$ cat src/rtl/sdram_burst_rd.sv
module sdram_burst_rd #(
  parameter int ROW_W = 13,
  parameter int DW    = 32,
  parameter int BEATS = 4
) (
  input  logic             clk,
  input  logic             rst_n,
  input  logic             req,
  input  logic [ROW_W+11:0] addr,
  input  logic             cfg_wide,
  input  logic [2:0]       cfg_mux,
  input  logic [1:0]       cfg_trp,
  output logic             req_ack,
  output logic             req_err,
  output logic             rd_rdy,
  output logic [DW-1:0]    rd_data,
  output logic             rd_done,
  output logic             sd_ras_n,
  output logic             sd_cas_n,
  output logic             sd_we_n,
  output logic             sd_ba,
  output logic [ROW_W-1:0] sd_a,
  input  logic [DW-1:0]    sd_dq
);
  localparam int AW  = ROW_W + 12;
  localparam int CPW = ROW_W - 1;
  localparam int BCW = (BEATS > 1) ? $clog2(BEATS) : 1;

  typedef enum logic [1:0] {S_IDLE, S_ACT, S_COL, S_DAT} st_t;

  function automatic logic [3:0] col_w(input logic [2:0] m);
    case (m)
      3'b001:  return 4'd9;
      3'b010:  return 4'd10;
      3'b011:  return 4'd11;
      3'b111:  return 4'd7;
      default: return 4'd8;
    endcase
  endfunction

  function automatic logic code_ok(input logic w, input logic [2:0] m);
    case (m)
      3'b000, 3'b011, 3'b111: return 1'b1;
      3'b001, 3'b010:         return w;
      default:                return 1'b0;
    endcase
  endfunction

  st_t              st;
  logic [BCW-1:0]   bcnt;
  logic [ROW_W-1:0] row_q;
  logic [CPW-1:0]   col_q;
  logic             ba_q;
  logic [1:0]       tp_q;
  logic [DW-1:0]    dq_q;
  logic [2:0]       lk [2];

  logic [3:0]       cw_in;
  logic             bank_in, ok_in, idle, last_beat;
  logic [ROW_W-1:0] row_in;
  logic [CPW-1:0]   col_in;
  logic [AW-1:0]    shifted;

  assign idle      = (st == S_IDLE);
  assign last_beat = (st == S_DAT) && (bcnt == BCW'(BEATS - 1));
  assign cw_in     = col_w(cfg_mux);
  assign ok_in     = code_ok(cfg_wide, cfg_mux);
  assign bank_in   = addr[cw_in];
  assign shifted   = addr >> (cw_in + 4'd1);
  assign row_in    = shifted[ROW_W-1:0];

  always_comb begin
    for (int i = 0; i < CPW; i++)
      col_in[i] = (i < int'(cw_in)) ? addr[i] : 1'b0;
  end

  assign req_ack  = req && idle && ok_in && (lk[bank_in] == 3'd0);
  assign req_err  = req && idle && !ok_in;

  assign sd_ras_n = (st != S_ACT);
  assign sd_cas_n = (st != S_COL);
  assign sd_we_n  = 1'b1;
  assign sd_ba    = ba_q;
  assign sd_a     = (st == S_ACT) ? row_q :
                    (st == S_COL) ? {1'b1, col_q} : '0;

  always_ff @(posedge clk or negedge rst_n) begin
    if (!rst_n) begin
      st      <= S_IDLE;
      bcnt    <= '0;
      row_q   <= '0;
      col_q   <= '0;
      ba_q    <= 1'b0;
      tp_q    <= 2'd0;
      rd_rdy  <= 1'b0;
      rd_done <= 1'b0;
      rd_data <= '0;
    end else begin
      rd_rdy  <= (st == S_DAT);
      rd_done <= last_beat;
      if (st == S_DAT) rd_data <= dq_q;
      case (st)
        S_IDLE: if (req_ack) begin
          st    <= S_ACT;
          row_q <= row_in;
          col_q <= col_in;
          ba_q  <= bank_in;
          tp_q  <= cfg_trp;
        end
        S_ACT: st <= S_COL;
        S_COL: begin
          st   <= S_DAT;
          bcnt <= '0;
        end
        default: begin
          bcnt <= bcnt + BCW'(1);
          if (last_beat) st <= S_IDLE;
        end
      endcase
    end
  end

  always_ff @(negedge clk or negedge rst_n) begin
    if (!rst_n)             dq_q <= '0;
    else if (st == S_DAT)   dq_q <= sd_dq;
  end

  for (genvar b = 0; b < 2; b++) begin : g_lock
    always_ff @(posedge clk or negedge rst_n) begin
      if (!rst_n)                                 lk[b] <= 3'd0;
      else if (last_beat && (ba_q == 1'(b)))      lk[b] <= {1'b0, tp_q} + 3'd1;
      else if (lk[b] != 3'd0)                     lk[b] <= lk[b] - 3'd1;
    end
  end
endmodule

$ cat config.mk
export PLATFORM = sky130hd
export DESIGN_NAME = sdram_burst_rd
export DESIGN_NICKNAME = d
export VERILOG_FILES = /design/src/rtl/sdram_burst_rd.sv
export SDC_FILE = /design/constraint.sdc
export NUM_CORES = 1
export LEC_CHECK = 0
export ABC_CLOCK_PERIOD_IN_PS = 2100
export BUFFER_PORTS_ARGS = -buffer_cell sky130_fd_sc_hd__buf_2
export CORE_MARGIN = 5
export CORE_UTILIZATION = 54
export DETAILED_ROUTE_END_ITERATION = 16
export GPL_TIMING_DRIVEN = 0
export PLACE_DENSITY_LB_ADDON = 0.15
export SLEW_MARGIN = 20
export SYNTH_ARGS = -nofsm -noshare
export SYNTH_HDL_FRONTEND = slang
export SYNTH_SLANG_ARGS = --single-unit
$ cat constraint.sdc
create_clock -name clk -period 2.1 [get_ports clk]
set_input_delay 0.105 -clock clk [delete_from_list [all_inputs] [get_ports clk]]
set_output_delay 0.105 -clock clk [all_outputs]
set_load 0.01 [all_outputs]
==> summary.txt, run 1 <==
Hold path
  – Hold path depth: 3
  – Hold_sp: addr[6]
  – Hold/Removal Path Class: in2reg
  – Worst hold endpoint: col_q[6]

Synthesis
  – Most frequent cell after synthesis: mux2_2
  – Synth area leaders: dfrtp_1 35%, mux2_2 19%, dfrtn_1 16%
  – Top-area cell type share of the netlist area: 0.350
  – Ys flop type: dfrtp_1
  – Syn Std Cell Area: 5150 µm²
  – Commonest cells post-synth: 85 x mux2_2, 72 x dfrtp_1, 32 x dfrtn_1
  – Asr flop ratio synth: 1.00
  – Seq/Total Area, Yosys: 0.505
  – Mean Syn Cell Area: ~13 µm²
  – Yosys cell types: 54
  – Synthesized instance count: 390
  – Mapped Nets: roughly 470
  – Yosys top cell by area: dfrtp_1
  – FF+latch count, synth: around 100
  – Post-synth EDFFs: 0
  – Yosys synthesis warning count: 0

Floorplan
  – Starting density of the core: 0.555
  – I/O pin count: roughly 120
  – Die height: approximately 110 µm
  – Row Count: 35
  – Core Region: about 9300 µm²
  – Die X: between 100 and 150 µm
  – Full die area: 11600 µm²

Setup path
  – CP Max Fanout: 5
  – Worst R2R Setup Slack: -0.33 ns
  – CP endpoint kind: flop
  – Reg2reg start: st[1]
  – Worst Path Required: 1.24 ns
  – CP Class: reg2reg
  – Startpoint Class: flop
  – Crit-path cells: ha_4 > buf_8 > clkbuf_16 > mux2_4
  – Buffers & Inverters on Critical Path: 2
  – Arrival time worst endpoint: roughly 1.6 ns
  – Highest-delay cell along the critical path: dfrtp_1
  – R2R Path End: dq_q[28]
  – R2r worst-path depth: 4
  – Cell family with most CP delay: flip-flops
  – Slowest stage delay, CP: about 0.42 ns
  – CP Depth: 4

Detailed routing
  – Vias per std cell: roughly 5.4
  – DR DRC count: 0
  – Wirelength per Cell: approximately 17 µm
  – Routed Antenna Nets: 0
  – Pre-antenna DRT Iters: 4
  – Vias: ~3700
  – Routed WL: 11800 µm
  – Starting DRC count in detailed routing: 175

Status
  – Status: complete, but fails checks
  – Failing checks: negative setup slack

Global routing
  – Largest net degree at the start of global routing: 60
  – Vias in the first global route: ~3800
  – First-pass GRT wire length: 18900 µm
  – Total track usage: 0.206
  – Initial antenna violation count: 0
  – Global route total overflow: 0

CTS
  – Worst skew pair latency: around 0.36 ns
  – CTS buffer count: 9
  – CTS sink cnt: between 100 and 150
  – CTS tree: done
  – Clock-pin slew on the worst setup and hold paths: between 0.1 and 0.15 ns
  – H-tree depth: 3
  – Root Buffer: clkbuf_8
  – Maximum root-to-sink buffer count: 2

Pwr
  – VDD IR-drop max: 0.807 mV
  – Leak: 3.19 nW
  – Total power: 0.00888 W
  – Power per Cell Area: between 1000 and 1500 nW/µm²

Place
  – Place WS: -0.424 ns
  – Detailed placement HPWL: ~8300 µm
  – Routability cong.: 0.846
  – Placed cell count: 635
  – Port Buffers: 115

Timing
  – Actual slew at the worst max-slew pin: 0.621 ns
  – PnR worst setup slack: -0.326 ns
  – Max-slew violations: 0
  – Number of setup violations in the final report: 66
  – Hold Fails Final Rpt: 0
  – RSZ-0062 raised after global routing: true
  – Final clock skew: 0.0273 ns
  – Rel. slew slack: 0.586
  – Fin Hold WS: just under 0.03 ns

Final layout
  – Layout area overhead: 31.4%
  – Fraction of layout cells with a size suffix above 1: 0.539
  – Final Non-Filler Cells: 686
  – Utilization after layout: 0.730
  – Antenna diode count: 0
  – # nets final: roughly 630

Flow run
  – Max-Cap Viols: 0
[cells in the final DEF (no fill, tap or decap), drive strengths merged, types with 2 or more instances in the layout]
master | netlist | layout
and3 | 3 | 3
o21ba | 2 | 2
dlygate4sd3 | 0 | 8
nand2b | 3 | 3
nand3 | 2 | 2
nor2 | 10 | 10
nor2b | 5 | 5
mux2i | 18 | 18
a22o | 7 | 7
nor3b | 4 | 4
or3 | 2 | 2
o211ai | 2 | 2
mux4 | 14 | 14
nand2 | 19 | 19
a211o | 2 | 2
mux2 | 88 | 88
inv | 25 | 29
buf | 13 | 155
o21a | 2 | 2
o21ai | 17 | 17
xnor2 | 2 | 2
clkbuf | 9 | 19
dfrtn | 32 | 32
a21oi | 6 | 6
ha | 13 | 13
dfrtp | 72 | 72
clkinv | 1 | 3
[per-layer routing]
metal,track usage,up-vias,routed length [µm],part of all wire
met5,0,-,0,0
met4,0.0460,0,106,0.0090
met3,0.0534,9,619,0.053
met2,0.343,102,6070,0.52
met1,0.272,1853,4960,0.42
li1,-,1718,-,-
[cell families (layout without fill, tap and decap cells)]
kind of cell             Yosys count  count (layout)  share of synthesized area
multiplexers                     120             120                      0.288
flip-flops                       104             104                      0.505
AND/OR/NAND/NOR                   52              52                     0.0510
AO/OA/AOI/OAI                     50              50                     0.0704
buffers and inverters             48             215                     0.0495
adder cells (fa/ha/maj)           13              13                     0.0316
XOR/XNOR                           2               2                    0.00340
other                              1               1                   0.000728
[layout make-up]
| class | instances | area (µm²) |
|---|---|---|
| Clock buffer | 9 | 124 |
| Clock inverter | 7 | 63.8 |
| Sequential cell | 104 | 2600 |
| Timing Repair Buffer | 153 | 1050 |
| Multi-Input combinational cell | 238 | 2460 |
| Inverter | 26 | 118 |
| Fill cell | 696 | 2510 |
| Tap cell | 129 | 161 |
| Buffer | 20 | 195 |
[repair_timing]
item	in CTS	in global routing
pin swaps	4	7
cloned	2	2
hold buffers	8	0
gates resized for setup	22	32
setup endpoints to repair	43	71
hold endpoints to repair	35	0
setup buffers	13	12
[tightest hold or removal path: stages]
cell	delay [ns]
buf_2	0.10
o21ai_0	0.07
mux2i_1	0.07
[worst max-delay path by stage]
stage           from       end  slack, ns
2_1_floorplan  st[1]  dq_q[23]      -0.30
3_5_place_dp   st[0]  dq_q[11]      -0.42
6_report       st[1]  dq_q[28]      -0.33
5_1_grt        st[0]  dq_q[28]      -0.37
3_3_place_gp   rst_n  dq_q[23]      -1.09
4_1_cts        st[0]  dq_q[28]      -0.33
[stage by stage]
| stage | setup TNS, ns | cell area (µm²) |
|---|---|---|
| 6_report | -10.67 | 6770 |
| 5_1_grt | -15.78 | 6770 |
| 4_1_cts | -8.95 | 6510 |
| 3_5_place_dp | -14.50 | 6020 |
| 3_3_place_gp | -59.59 | 5980 |
| 2_1_floorplan | -7.97 | 5250 |
[where the power goes]
group | switching (W) | internal [W]
clock | 0.000724 | 0.000457
sequential | 0.000508 | 0.00302
combinational | 0.00185 | 0.00232
total | 0.00309 | 0.00579
[state kept, by name (all words and copies together), names as in the netlist]
register,flops
tp_q,2
rd_done,1
bcnt,2
row_q,13
col_q,12
rd_data,32
sd_ba,1
st,2
rd_rdy,1
dq_q,32
lk,6
(Power assumes the default switching activity.)
==> run 2: changes to the inputs <==
--- a/config.mk
+++ b/config.mk
@@ -6,7 +6,7 @@
 export NUM_CORES = 1
 export LEC_CHECK = 0
 export ABC_CLOCK_PERIOD_IN_PS = 2100
-export BUFFER_PORTS_ARGS = -buffer_cell sky130_fd_sc_hd__buf_2
+export BUFFER_PORTS_ARGS = -buffer_cell sky130_fd_sc_hd__clkbuf_2
 export CORE_MARGIN = 5
 export CORE_UTILIZATION = 54
 export DETAILED_ROUTE_END_ITERATION = 16
==> run 2 against run 1 <==
The run still ends with negative setup slack left. Clock skew increased by 0.00072 ns. Register-to-register slack about the same. Sequential power about the same. Sequential cell count unchanged. Via count decreased by 2.0%. Critical path type unchanged. First-iteration DRC count decreased by 22%. Worst setup slack got worse by 0.013 ns. Non-clock buffer count decreased by 6. Hold slack improved by 0.12 ns.
==> summary.txt, run 2 (synthesis gave the netlist of run 1 again) <==
Status
  – Status: complete, but fails checks
  – Failing checks: negative setup slack

Final layout
  – Most frequent cells in the layout: 103 x clkbuf_2, 72 x dfrtp_1, 71 x mux2_2
  – Fraction of layout cells with a size suffix above 1: 0.523 (-0.0159)
  – Most common cell after layout, fill and taps aside: clkbuf_2
  – Finished layout cell area: 6660 µm² (-1.7%)
  – Top Registers: dq_q x32, rd_data x32, row_q x13
  – Final Non-Filler Cells: 680 (-0.87%)
  – Layout area overhead: 29.2%
  – Number of fill cells: 706 (+1.4%)
  – # nets final: 625 (-0.95%)
  – Antenna diode count: 0 (unchanged)

Detailed routing
  – Wl on met1: 4850 µm (-2.3%)
  – Pre-antenna DRT Iters: 4 (unchanged)
  – Wirelength per Cell: 17.2 µm (+0.28%)
  – Vias per std cell: 5.30 (-1.2%)
  – Met2 layer wire length in the routed design: 5920 µm (-2.5%)
  – Starting DRC count in detailed routing: 136 (-22%)
  – DR DRC count: 0 (unchanged)
  – Routed WL: 11700 µm (-0.60%)
  – DR top layer: met4
  – Routed wl met3: 811 µm (+31%)
  – Routed Antenna Nets: 0 (unchanged)
  – Vias: 3607 (-2.0%)

Timing
  – Actual slew at the worst max-slew pin: 0.609 ns (-0.0121 ns)
  – Hold Fails Final Rpt: 0 (unchanged)
  – Max-slew violations: 0 (unchanged)
  – PnR worst setup slack: -0.340 ns (-0.0133 ns)
  – RSZ-0062 raised after global routing: true
  – Rel. slew slack: 0.594 (+0.00805)
  – Final clock skew: 0.0280 ns (+0.000715 ns)
  – Number of setup violations in the final report: 41 (-38%)

Floorplan
  – Starting density of the core: 0.555 (unchanged)
  – Die X: 108 µm (unchanged)
  – I/O pin count: 119 (unchanged)
  – Die height: 108 µm (unchanged)
  – Row Count: 35 (unchanged)
  – Core Region: 9280 µm² (unchanged)
  – Full die area: 11600 µm² (unchanged)

CTS
  – H-tree depth: 3 (unchanged)
  – CTS tree: done
  – Maximum root-to-sink buffer count: 2 (unchanged)
  – CTS sink cnt: 104 (unchanged)
  – Worst skew pair latency: 0.37 ns (about the same)
  – Root Buffer: clkbuf_8
  – Clock-pin slew on the worst setup and hold paths: 0.10 ns (about the same)
  – CTS buffer count: 9 (unchanged)

Pwr
  – Total power: 0.00889 W (about the same)
  – Power per Cell Area: 1330 nW/µm² (+1.8%)
  – Leak: 3.16 nW (-0.96%)
  – VDD IR-drop max: 0.785 mV (-2.7%)

Setup path
  – Worst Path Required: 1.24 ns (about the same)
  – Highest-delay cell along the critical path: dfrtp_1
  – Slowest stage delay, CP: 0.44 ns (+0.02 ns)
  – CP endpoint kind: flop
  – Cell family with most CP delay: flip-flops
  – CP Max Fanout: 5 (unchanged)
  – CP Class: reg2reg
  – Buffers & Inverters on Critical Path: 2 (unchanged)
  – Arrival time worst endpoint: 1.58 ns (about the same)
  – Startpoint Class: flop
  – Crit-path cells: ha_4 > buf_8 > clkbuf_16 > mux2_4

Global routing
  – Vias in the first global route: 3897 (+2.7%)
  – Total track usage: 0.209 (+0.00268)
  – Largest net degree at the start of global routing: 58 (-3.3%)
  – First-pass GRT wire length: 19100 µm (+1.0%)
  – Global route total overflow: 0 (unchanged)
  – Initial antenna violation count: 0 (unchanged)

Place
  – Port Buffers: 115 (unchanged)
  – Routability cong.: 0.856 (+1.1%)
  – Post-DP Area: 6020 µm² (about the same)
  – Place WS: -0.444 ns (-0.0204 ns)
  – Placed cell count: 635 (unchanged)
  – Detailed placement HPWL: 8360 µm (+0.72%)

Flow run
  – Max-Cap Viols: 0 (unchanged)

Hold path
  – Hold/Removal Path Class: in2reg
run 2: power breakdown:
group / total [W] / switching, W / internal (W)
sequential: 0.00355 / 0.000524 / 0.00302
combinational: 0.00408 / 0.00183 / 0.00225
clock: 0.00126 / 0.000704 / 0.000556
total: 0.00889 / 0.00306 / 0.00583
run 2: final timing paths:
kind	endpoint	depth (start not counted)	slack (ns)	startpoint
setup / recovery	dq_q[30]	4	-0.34	st[0]
hold / removal	col_q[4]	3	0.15	addr[4]
setup reg to reg	dq_q[30]	4	-0.34	st[0]
hold reg to reg	dq_q[7]	1	0.45	dq_q[7]
max in group asynchronous	dq_q[27]	3	0.27	rst_n
min in group asynchronous	row_q[12]	2	0.22	rst_n
run 2: layer usage:
layer | GRT usage | vias up
li1 | - | 1704
met5 | 0 | -
met4 | 0.0613 | 0
met1 | 0.264 | 1787
met2 | 0.343 | 106
met3 | 0.0672 | 10
run 2: worst min-delay path, cell delays in order:
cell	delay, ns
clkbuf_2	0.07
a21boi_0	0.16
mux2_2	0.16
run 2: area by class of cell:
cell class              count  area, µm²  area share
flip-flops and latches    104       2600       0.391
multi-input cells         238       2440       0.366
repair buffers            148        945       0.142
plain buffers              19        191      0.0287
clock buffers              11        163      0.0244
well taps                 129        161      0.0242
inverters                  26        118      0.0177
clock inverters             5       42.5     0.00639
run 2: what timing repair did:
action                                 CTS  global route
hold buffers                            10             0
buffers inserted                        14             6
pin swaps                                3             5
gates resized for setup                 20            36
endpoints found under the hold margin   39             0
setup endpoints to repair               46            71
gates cloned                             2             1
run 2: metrics by stage:
stage               utilization  hold slack [ns]  TNS [ns]
floorplan                     -           -0.191     -7.97
finish                    0.717            0.151     -9.57
global route              0.717            0.169    -12.66
global placement          0.645            0.337    -85.42
detailed placement        0.649           0.0694    -15.06
CTS                       0.707            0.116     -9.36
